===== config.mk =====
export PLATFORM = sky130hd
export DESIGN_NAME = flash_sr_writer
export DESIGN_NICKNAME = d
export VERILOG_FILES = /design/src/rtl/flash_sr_pkg.sv /design/src/rtl/fsr_pin_sync.sv /design/src/rtl/fsr_cmd_engine.sv /design/src/rtl/fsr_status_core.sv /design/src/rtl/flash_sr_writer.sv
export SDC_FILE = /design/constraint.sdc
export NUM_CORES = 1
export LEC_CHECK = 0
export BUFFER_PORTS_ARGS = -buffer_cell sky130_fd_sc_hd__buf_2
export CAP_MARGIN = 10
export CORE_MARGIN = 10
export CORE_UTILIZATION = 30
export CTS_CLUSTER_DIAMETER = 30
export DETAILED_ROUTE_END_ITERATION = 8
export PLACE_DENSITY = 0.49
export SYNTH_ARGS = -nofsm -noshare
export SYNTH_HDL_FRONTEND = slang
export SYNTH_SLANG_ARGS = --single-unit

===== constraint.sdc =====
create_clock -name clk -period 3 [get_ports clk]
set_input_delay 0.15 -clock clk [delete_from_list [all_inputs] [get_ports clk]]
set_output_delay 0.15 -clock clk [all_outputs]
set_load 0.01 [all_outputs]

===== src/rtl/flash_sr_pkg.sv =====
// Shared constants and the request type passed from the command engine to
// the status register core. Assumes byte 0 carries busy/latch/config bits and
// byte 1 carries the two upper configuration bits in its low positions.
package flash_sr_pkg;

    localparam logic [7:0] OP_WR_ENABLE = 8'h06;
    localparam logic [7:0] OP_RD_STATUS = 8'h05;
    localparam logic [7:0] OP_WR_STATUS = 8'h01;

    localparam int SR_WIDTH    = 16;
    localparam int LO_CFG_BITS = 6;   // register bits 7..2
    localparam int HI_CFG_BITS = 2;   // register bits 9..8

    localparam int FRAME_BITS    = 8;
    localparam int ONE_BYTE_END  = 2 * FRAME_BITS;
    localparam int TWO_BYTE_END  = 3 * FRAME_BITS;

    typedef struct packed {
        logic                   set_latch;
        logic                   commit;
        logic                   two_byte;
        logic [LO_CFG_BITS-1:0] lo_cfg;
        logic [HI_CFG_BITS-1:0] hi_cfg;
    } sr_req_t;

endpackage


===== src/rtl/fsr_pin_sync.sv =====
// Brings the asynchronous bus pins into the device clock domain through a
// parameterised flop chain, then derives edge strobes for chip select and the
// serial clock. Assumes each serial clock phase spans several device clocks.
module fsr_pin_sync #(
    parameter int STAGES = 2
) (
    input  logic clk,
    input  logic rst_n,
    input  logic cs_n,
    input  logic sclk,
    input  logic di,
    output logic cs_q,
    output logic di_q,
    output logic sclk_rise,
    output logic sclk_fall,
    output logic cs_fall,
    output logic cs_rise
);

    // Pipe word layout: {di, sclk, cs_n}
    logic [2:0] pipe [STAGES];
    logic       sclk_d;
    logic       cs_d;
    logic       sclk_s;

    genvar g;
    generate
        for (g = 0; g < STAGES; g++) begin : g_stage
            if (g == 0) begin : g_first
                // First stage captures the raw pins
                always_ff @(posedge clk) begin
                    if (!rst_n) pipe[g] <= 3'b001;
                    else        pipe[g] <= {di, sclk, cs_n};
                end
            end else begin : g_next
                // Later stages shift the captured word along
                always_ff @(posedge clk) begin
                    if (!rst_n) pipe[g] <= 3'b001;
                    else        pipe[g] <= pipe[g-1];
                end
            end
        end
    endgenerate

    assign cs_q   = pipe[STAGES-1][0];
    assign sclk_s = pipe[STAGES-1][1];
    assign di_q   = pipe[STAGES-1][2];

    // Remember last synchronised levels for edge detection
    always_ff @(posedge clk) begin
        if (!rst_n) begin
            sclk_d <= 1'b0;
            cs_d   <= 1'b1;
        end else begin
            sclk_d <= sclk_s;
            cs_d   <= cs_q;
        end
    end

    assign sclk_rise = sclk_s & ~sclk_d;
    assign sclk_fall = ~sclk_s & sclk_d;
    assign cs_fall   = ~cs_q & cs_d;
    assign cs_rise   = cs_q & ~cs_d;

endmodule


===== src/rtl/fsr_cmd_engine.sv =====
// Counts bits of one chip-select frame, captures opcode and data bytes, and
// decides at chip-select rise whether a latch-set or status write is issued.
// Also serialises status byte 0 for the read command. Assumes synchronised
// inputs and single-cycle strobes from fsr_pin_sync.
module fsr_cmd_engine
    import flash_sr_pkg::*;
(
    input  logic       clk,
    input  logic       rst_n,
    input  logic       cs_q,
    input  logic       di_q,
    input  logic       sclk_rise,
    input  logic       sclk_fall,
    input  logic       cs_fall,
    input  logic       cs_rise,
    input  logic [7:0] sr_lo,
    output sr_req_t    req,
    output logic       do_o,
    output logic       do_en
);

    localparam int CNT_W = $clog2(TWO_BYTE_END + 8) + 1;
    localparam logic [CNT_W-1:0] CNT_MAX  = '1;
    localparam logic [CNT_W-1:0] END_OP   = CNT_W'(FRAME_BITS);
    localparam logic [CNT_W-1:0] END_ONE  = CNT_W'(ONE_BYTE_END);
    localparam logic [CNT_W-1:0] END_TWO  = CNT_W'(TWO_BYTE_END);

    logic [CNT_W-1:0] bit_cnt;
    logic [7:0]       in_sh;
    logic [7:0]       in_next;
    logic [7:0]       opcode;
    logic [LO_CFG_BITS-1:0] lo_cfg_q;
    logic [HI_CFG_BITS-1:0] hi_cfg_q;
    logic             armed;
    logic             rd_active;
    logic [2:0]       rd_cnt;
    logic [7:0]       rd_sh;
    logic             do_q;

    assign in_next = {in_sh[6:0], di_q};

    // Bit counter, input shifter and field capture for the current frame
    always_ff @(posedge clk) begin
        if (!rst_n) begin
            bit_cnt  <= '0;
            in_sh    <= '0;
            opcode   <= '0;
            lo_cfg_q <= '0;
            hi_cfg_q <= '0;
            armed    <= 1'b0;
        end else if (cs_fall) begin
            bit_cnt <= '0;
            armed   <= sr_lo[1] & ~sr_lo[0];
        end else if (sclk_rise && !cs_q) begin
            in_sh <= in_next;
            if (bit_cnt != CNT_MAX) bit_cnt <= bit_cnt + 1'b1;
            if (bit_cnt == END_OP - 1'b1)  opcode   <= in_next;
            if (bit_cnt == END_ONE - 1'b1) lo_cfg_q <= in_next[7:2];
            if (bit_cnt == END_TWO - 1'b1) hi_cfg_q <= in_next[1:0];
        end
    end

    // One-cycle request issued when chip select returns high
    always_ff @(posedge clk) begin
        if (!rst_n) begin
            req <= '0;
        end else begin
            req.set_latch <= cs_rise && bit_cnt == END_OP && opcode == OP_WR_ENABLE;
            req.commit    <= cs_rise && armed && opcode == OP_WR_STATUS &&
                             (bit_cnt == END_ONE || bit_cnt == END_TWO);
            req.two_byte  <= bit_cnt == END_TWO;
            req.lo_cfg    <= lo_cfg_q;
            req.hi_cfg    <= hi_cfg_q;
        end
    end

    // Read phase flag: set once the read opcode is complete, cleared per frame
    always_ff @(posedge clk) begin
        if (!rst_n) begin
            rd_active <= 1'b0;
        end else if (cs_fall || cs_rise) begin
            rd_active <= 1'b0;
        end else if (sclk_rise && !cs_q && bit_cnt == END_OP - 1'b1) begin
            rd_active <= (in_next == OP_RD_STATUS);
        end
    end

    // Output shifter: reloads status byte 0 at every byte boundary
    always_ff @(posedge clk) begin
        if (!rst_n) begin
            rd_cnt <= '0;
            rd_sh  <= '0;
            do_q   <= 1'b0;
        end else if (cs_fall) begin
            rd_cnt <= '0;
        end else if (sclk_fall && rd_active && !cs_q) begin
            rd_cnt <= rd_cnt + 1'b1;
            if (rd_cnt == 3'd0) begin
                do_q  <= sr_lo[7];
                rd_sh <= {sr_lo[6:0], 1'b0};
            end else begin
                do_q  <= rd_sh[7];
                rd_sh <= {rd_sh[6:0], 1'b0};
            end
        end
    end

    assign do_o  = do_q;
    assign do_en = rd_active & ~cs_q;

endmodule


===== src/rtl/fsr_status_core.sv =====
// Holds the status register, applies accepted writes to the configuration
// bits only, and runs the busy timer. Assumes requests are pre-qualified by
// the command engine except for the busy interlock on latch setting.
module fsr_status_core
    import flash_sr_pkg::*;
#(
    parameter int TW_CYCLES = 50000
) (
    input  logic                clk,
    input  logic                rst_n,
    input  sr_req_t             req,
    output logic [SR_WIDTH-1:0] sr
);

    localparam int TMR_W = $clog2(TW_CYCLES + 1);
    localparam int PAD_W = SR_WIDTH - HI_CFG_BITS - LO_CFG_BITS - 2;

    logic [LO_CFG_BITS-1:0] lo_cfg;
    logic [HI_CFG_BITS-1:0] hi_cfg;
    logic                   wel;
    logic                   busy;
    logic [TMR_W-1:0]       timer;

    // Register update: timer expiry, then write commit, then latch set
    always_ff @(posedge clk) begin
        if (!rst_n) begin
            lo_cfg <= '0;
            hi_cfg <= '0;
            wel    <= 1'b0;
            busy   <= 1'b0;
            timer  <= '0;
        end else if (busy) begin
            timer <= timer - 1'b1;
            if (timer == TMR_W'(1)) begin
                busy <= 1'b0;
                wel  <= 1'b0;
            end
        end else if (req.commit) begin
            lo_cfg <= req.lo_cfg;
            hi_cfg <= req.two_byte ? req.hi_cfg : '0;
            busy   <= 1'b1;
            timer  <= TMR_W'(TW_CYCLES);
        end else if (req.set_latch) begin
            wel <= 1'b1;
        end
    end

    assign sr = {{PAD_W{1'b0}}, hi_cfg, lo_cfg, wel, busy};

endmodule


===== src/rtl/flash_sr_writer.sv =====
// Top of the status register write handler: pin synchroniser, command
// engine and register core. Assumes clk is several times faster than sclk.
module flash_sr_writer
    import flash_sr_pkg::*;
#(
    parameter int TW_CYCLES   = 50000,
    parameter int SYNC_STAGES = 2
) (
    input  logic        clk,
    input  logic        rst_n,
    input  logic        cs_n,
    input  logic        sclk,
    input  logic        di,
    output logic        do_o,
    output logic        do_en,
    output logic [15:0] status_o
);

    logic    cs_q, di_q, sclk_rise, sclk_fall, cs_fall, cs_rise;
    sr_req_t req;
    logic [SR_WIDTH-1:0] sr;

    fsr_pin_sync #(.STAGES(SYNC_STAGES)) u_sync (
        .clk       (clk),
        .rst_n     (rst_n),
        .cs_n      (cs_n),
        .sclk      (sclk),
        .di        (di),
        .cs_q      (cs_q),
        .di_q      (di_q),
        .sclk_rise (sclk_rise),
        .sclk_fall (sclk_fall),
        .cs_fall   (cs_fall),
        .cs_rise   (cs_rise)
    );

    fsr_cmd_engine u_engine (
        .clk       (clk),
        .rst_n     (rst_n),
        .cs_q      (cs_q),
        .di_q      (di_q),
        .sclk_rise (sclk_rise),
        .sclk_fall (sclk_fall),
        .cs_fall   (cs_fall),
        .cs_rise   (cs_rise),
        .sr_lo     (sr[7:0]),
        .req       (req),
        .do_o      (do_o),
        .do_en     (do_en)
    );

    fsr_status_core #(.TW_CYCLES(TW_CYCLES)) u_core (
        .clk   (clk),
        .rst_n (rst_n),
        .req   (req),
        .sr    (sr)
    );

    assign status_o = sr;

endmodule


======== Yosys cells after proc, flatten, opt, wreduce, memory -nomap -nowiden ========
Memory sizes are Yosys's and may differ from the RTL's.
Index checks and enable logic that the tools add are counted.
cells by class
  $add $sub $neg .......................... 3
  eq/ne operators ......................... 13
  muxes and demuxes ....................... 16
  bitwise gates (word level) .............. 15
  reduce and logical (&&, ||, !) cells .... 25
operators with widths
  cell                   number
  $mux 16                2
  $eq 6x5->1 const B     3
  $eq 16x1->1 const B    1
  $eq 8x3->1 const B     2
  $sub 16x1->16 const B  1
  $eq 6x4->1 const B     2
  $reduce_and 3->1       4
  $mux 1                 10
  $logic_and 1x1->1      9
  $eq 8x1->1 const B     1
  $mux 8                 1
  $reduce_and 2->1       4
  $not 1->1              7
  $add 6x1->6 const B    1
  $and 1x1->1            6
  $eq 6x3->1 const B     1
  $mux 3                 2
  $ne 6x6->1 const B     1
  $reduce_bool 2->1      2
  $reduce_or 2->1        2
  $add 3x1->3 const B    1
  $logic_not 3->1        1
  $logic_or 1x1->1       2
  $mux 2                 1
  other kinds (4)        5
storage, ports and cells
  bits in registers ....................... 82
  RAM bits ................................ 6
  bits of input ports ..................... 5
  logic and storage cells ................. 95
  memories kept ........................... 1
memories
  memory       words  bits a word  read ports  clocked after memory_dff  wr ports  line                RTL
  u_sync.pipe  2      3            2           0                         2         fsr_pin_sync.sv:21  logic [2:0] pipe [STAGES];

======== Longest topological paths before layout ========
An unclocked memory read counts as a cell.
  depth after elaboration ................. 6
  depth in mapped cells ................... 7
  mapped depth without buffers ............ 6

======== Cells and area by module ========
From an unflattened synthesis, not the netlist that was laid out.
unflattened totals
  cell total of the unflattened synthesis .. 388
  area total of the unflattened synthesis .. 3694.8 um^2
by module, submodules not included
  module           instances  cells each  area an instance (um^2)
  fsr_cmd_engine   1          220         2205.9
  fsr_status_core  1          148         1253.7
  fsr_pin_sync     1          20          235.2

======== Worst setup path before layout ========
OpenSTA, ideal clock, no wires.
  path type ............................... reg2reg
  start ................................... memory u_sync.pipe[1][0]
  end ..................................... register u_engine.lo_cfg_q[0]
  library setup time ...................... 0.128 ns
  arrival time ............................ 2.089 ns
  data required time ...................... 2.872 ns
  path slack .............................. 0.784 ns
  stages on the path, launching flop included .. 8
  clock period less this slack ............ 2.216 ns
  cells stage by stage .................... dfxtp_1 inv_1 ha_1 or4b_1 buf_2 nor4_4 mux2i_1 nor2_1
RTL lines
  element               line                  RTL
  from (decl)           fsr_pin_sync.sv:21
  to (signal assigned)  fsr_cmd_engine.sv:58  if (bit_cnt == END_ONE - 1'b1) lo_cfg_q <= in_next[7:2];
  to (decl)             fsr_cmd_engine.sv:32  logic [LO_CFG_BITS-1:0] lo_cfg_q;

==> results.ini <==
[cts]
cts_tree=done
htreeDepth=3
cts_buffer_depth=2
cts_setup_buffers=0
path_clk_slew_ns=0.06
root_buffer=clkbuf_16
cts.sinks=87
cts_resized=0
cts_hold_buf=1
clock_latency_ns=0.33
cts_buffers=9

[final_layout]
fin_nets=418
syn_to_final_growth_pct=13.9
drive_gt1_share_pct=10.2
final_core_util_pct=35.3
antennaDiodeCount=0

[grt]
grt_pass1_wl_um=12700
overflow=0
grt_pass1_vias=2487
grt_max_degree=56
track_usage_pct=9.45
antenna_found_initial=0

[sta]
drv_slew=0
layout_min_cycle_time_ns=2.54
tightest_slew_ns=0.965
finalCritPeriodShare_pct=84.7
setup_viol=0
fmax_ghz=0.394
slew_headroom_pct=35.6
rsz0062_at_grt=false
layout_setup_ws_ns=0.459
hold_viol=0
tns_ns=0
fin_skew_ns=0.00944

[synthesis]
synth_cell_types=46
synth_top_area_share_pct=48.8
synth-simple-area-share_pct=25.8
synth.top_cells.by_count=dfxtp_1 (87), nand2_1 (55), nor2_1 (47)
synth-edff-count=0
ys_seq_area_share_pct=48.8
synth_seq_cells=87
synth_largest_area_cell=dfxtp_1
synth_ff_type=dfxtp_1
synthArstFlopShare_pct=0
synth_area_leaders=dfxtp_1 (49%), nand2_1 (5.8%), mux2i_1 (5.6%)
synth_adder_area_share_pct=2.81
synth-compound-area-share_pct=9.75
synth.most_common_cell=dfxtp_1
synth_xor_area_share_pct=1.47
synth_top_family_by_area=simple AND/OR/NAND/NOR gates
syn_area_per_cell_um2=9.01
ys_warn_count=0
muxShareOfSynthArea_pct=6.24
netlist_instances=396
syn_area_um2=3570

[drt]
wl_per_cell_um=13.5
drt-total-wl_um=7460
viasPerCell=4.85
first_iter_violations=162
vias=2683
drc=0
drt_pass1_iterations=4
postRouteAntennaNets=0

[status]
status=finished, final reports clean

[critical_path]
worst-path-buf-inv=1
slowest_stage=or4b_1
worstPathMaxFanout=8
critical_path_class=reg -> reg
crit_required_ns=3.19
path_cells=inv_1 -> ha_1 -> or4b_1 -> nor4_4 -> mux2i_1 -> nor2_1
max_stage_delay_ns=0.72
cp.arrival_ns=2.73
crit_family=simple AND/OR/NAND/NOR gates
crit_path_end_kind=flop
start_kind=flop

[die]
dieArea_um2=16700
core_area_um2=11500
die_h_um=129
start_util_pct=31.0
io_pins=23
rows=39
die-width_um=129

[power_and_ir_drop]
fin_total_pwr_uw=2350
leakagePower_uw=0.00157
ir_drop_mv=0.237
power_density_nw_per_um2=579

[placed_design]
hpwl_um=5260
pre_cts_ws_ns=0.468
port_buffers=16
gp_congestion=0.724

[job]
cap_violations=0

[worst_hold_path]
hold_class=in -> reg

[final timing paths]
check / startpoint / end / slack (ns) / depth (start not counted)
hold reg to reg: u_sync.pipe[0][0] / u_sync.pipe[1][0] / 0.41 / 1
setup / recovery: u_sync.pipe[1][0] / u_engine.lo_cfg_q[3] / 0.46 / 6
setup reg to reg: u_sync.pipe[1][0] / u_engine.lo_cfg_q[3] / 0.46 / 6
hold / removal: sclk / u_sync.pipe[0][1] / 0.02 / 2
[per-stage QoR]
stage	instance area, µm²	instances	hold slack (ns)
after global routing	4060	553	0.0126
after global placement	3730	536	0.334
after floorplan	3590	401	0.223
after detailed placement	3730	536	0.339
final	4060	553	0.0233
after CTS	4060	553	0.0131
[where the power goes]
group	leakage, µW	internal (µW)	switching (µW)
Sequential	0.000702	1160	3.18
Combinational	0.000705	9.50	29.0
Clock	0.000159	714	436
[registers in the layout, indices dropped and copies added (netlist names), 6 cells and up]
signal             cells
u_engine.in_sh         7
u_sync.pipe            6
u_engine.req          11
u_engine.opcode        8
u_core.timer          16
u_engine.rd_sh         7
u_engine.bit_cnt       6
u_engine.lo_cfg_q      6
u_core.lo_cfg          6
[layout by cell type, fill, tap and decap left out, types with 2 or more instances in the layout]
cell	synthesis	routed
a211oi_1	6	6
mux2_2	2	2
o211ai_1	2	2
nand2b_1	7	7
nand3_1	8	8
nor3b_1	3	3
o21ai_0	4	4
nand2_1	55	55
and2_1	13	13
clkbuf_8	0	3
dfxtp_1	87	87
or4_1	6	6
clkinv_4	0	2
inv_1	11	11
ha_1	8	8
buf_2	2	16
o21a_1	2	2
nand4b_1	2	2
nor4_1	3	3
clkbuf_16	0	9
o311ai_0	3	3
a311oi_1	10	10
conb_1	1	6
a21oi_1	26	26
buf_4	8	3
nor3_1	8	8
nor2b_1	5	5
xor2_1	3	3
nand4_1	4	4
nor2_1	47	47
xnor2_1	3	3
nand3b_1	2	2
or3_1	3	3
and3_1	3	3
mux2i_1	20	20
[logic make-up (layout without fill, tap and decap cells)]
logic type	count (synthesis)	in the layout
other cells	1	6
flops	87	87
fa+ha+maj	8	8
xor+xnor	6	6
buf+inv	39	48
simple gates	179	179
compound gates	54	54
mux	22	22
[area by class of cell]
class                   count  area (µm²)
inverters                  12        45.0
well taps                 143         179
clock buffers              12         267
repair buffers             20         113
fillers                  1178        7450
clock inverters             4        52.6
flip-flops and latches     87        1740
multi-input cells         275        1670
[worst reg2reg max path, cell delays in order (launching register included)]
cell and delay (ns):
dfxtp_1 0.45, inv_1 0.09, ha_1 0.27, or4b_1 0.72, nor4_4 0.55, mux2i_1 0.26, nor2_1 0.05
[per-layer routing]
| layer | global-route usage (%) | wire length, µm | vias to the layer above |
|---|---|---|---|
| li1 | - | - | 1370 |
| met1 | 12.5 | 3760 | 1270 |
| met2 | 14.0 | 3290 | 34 |
| met3 | 3.30 | 321 | 9 |
| met4 | 3.21 | 81 | 0 |
| met5 | 0 | 0 | - |
Note: power is estimated with default switching activity, not from simulation.
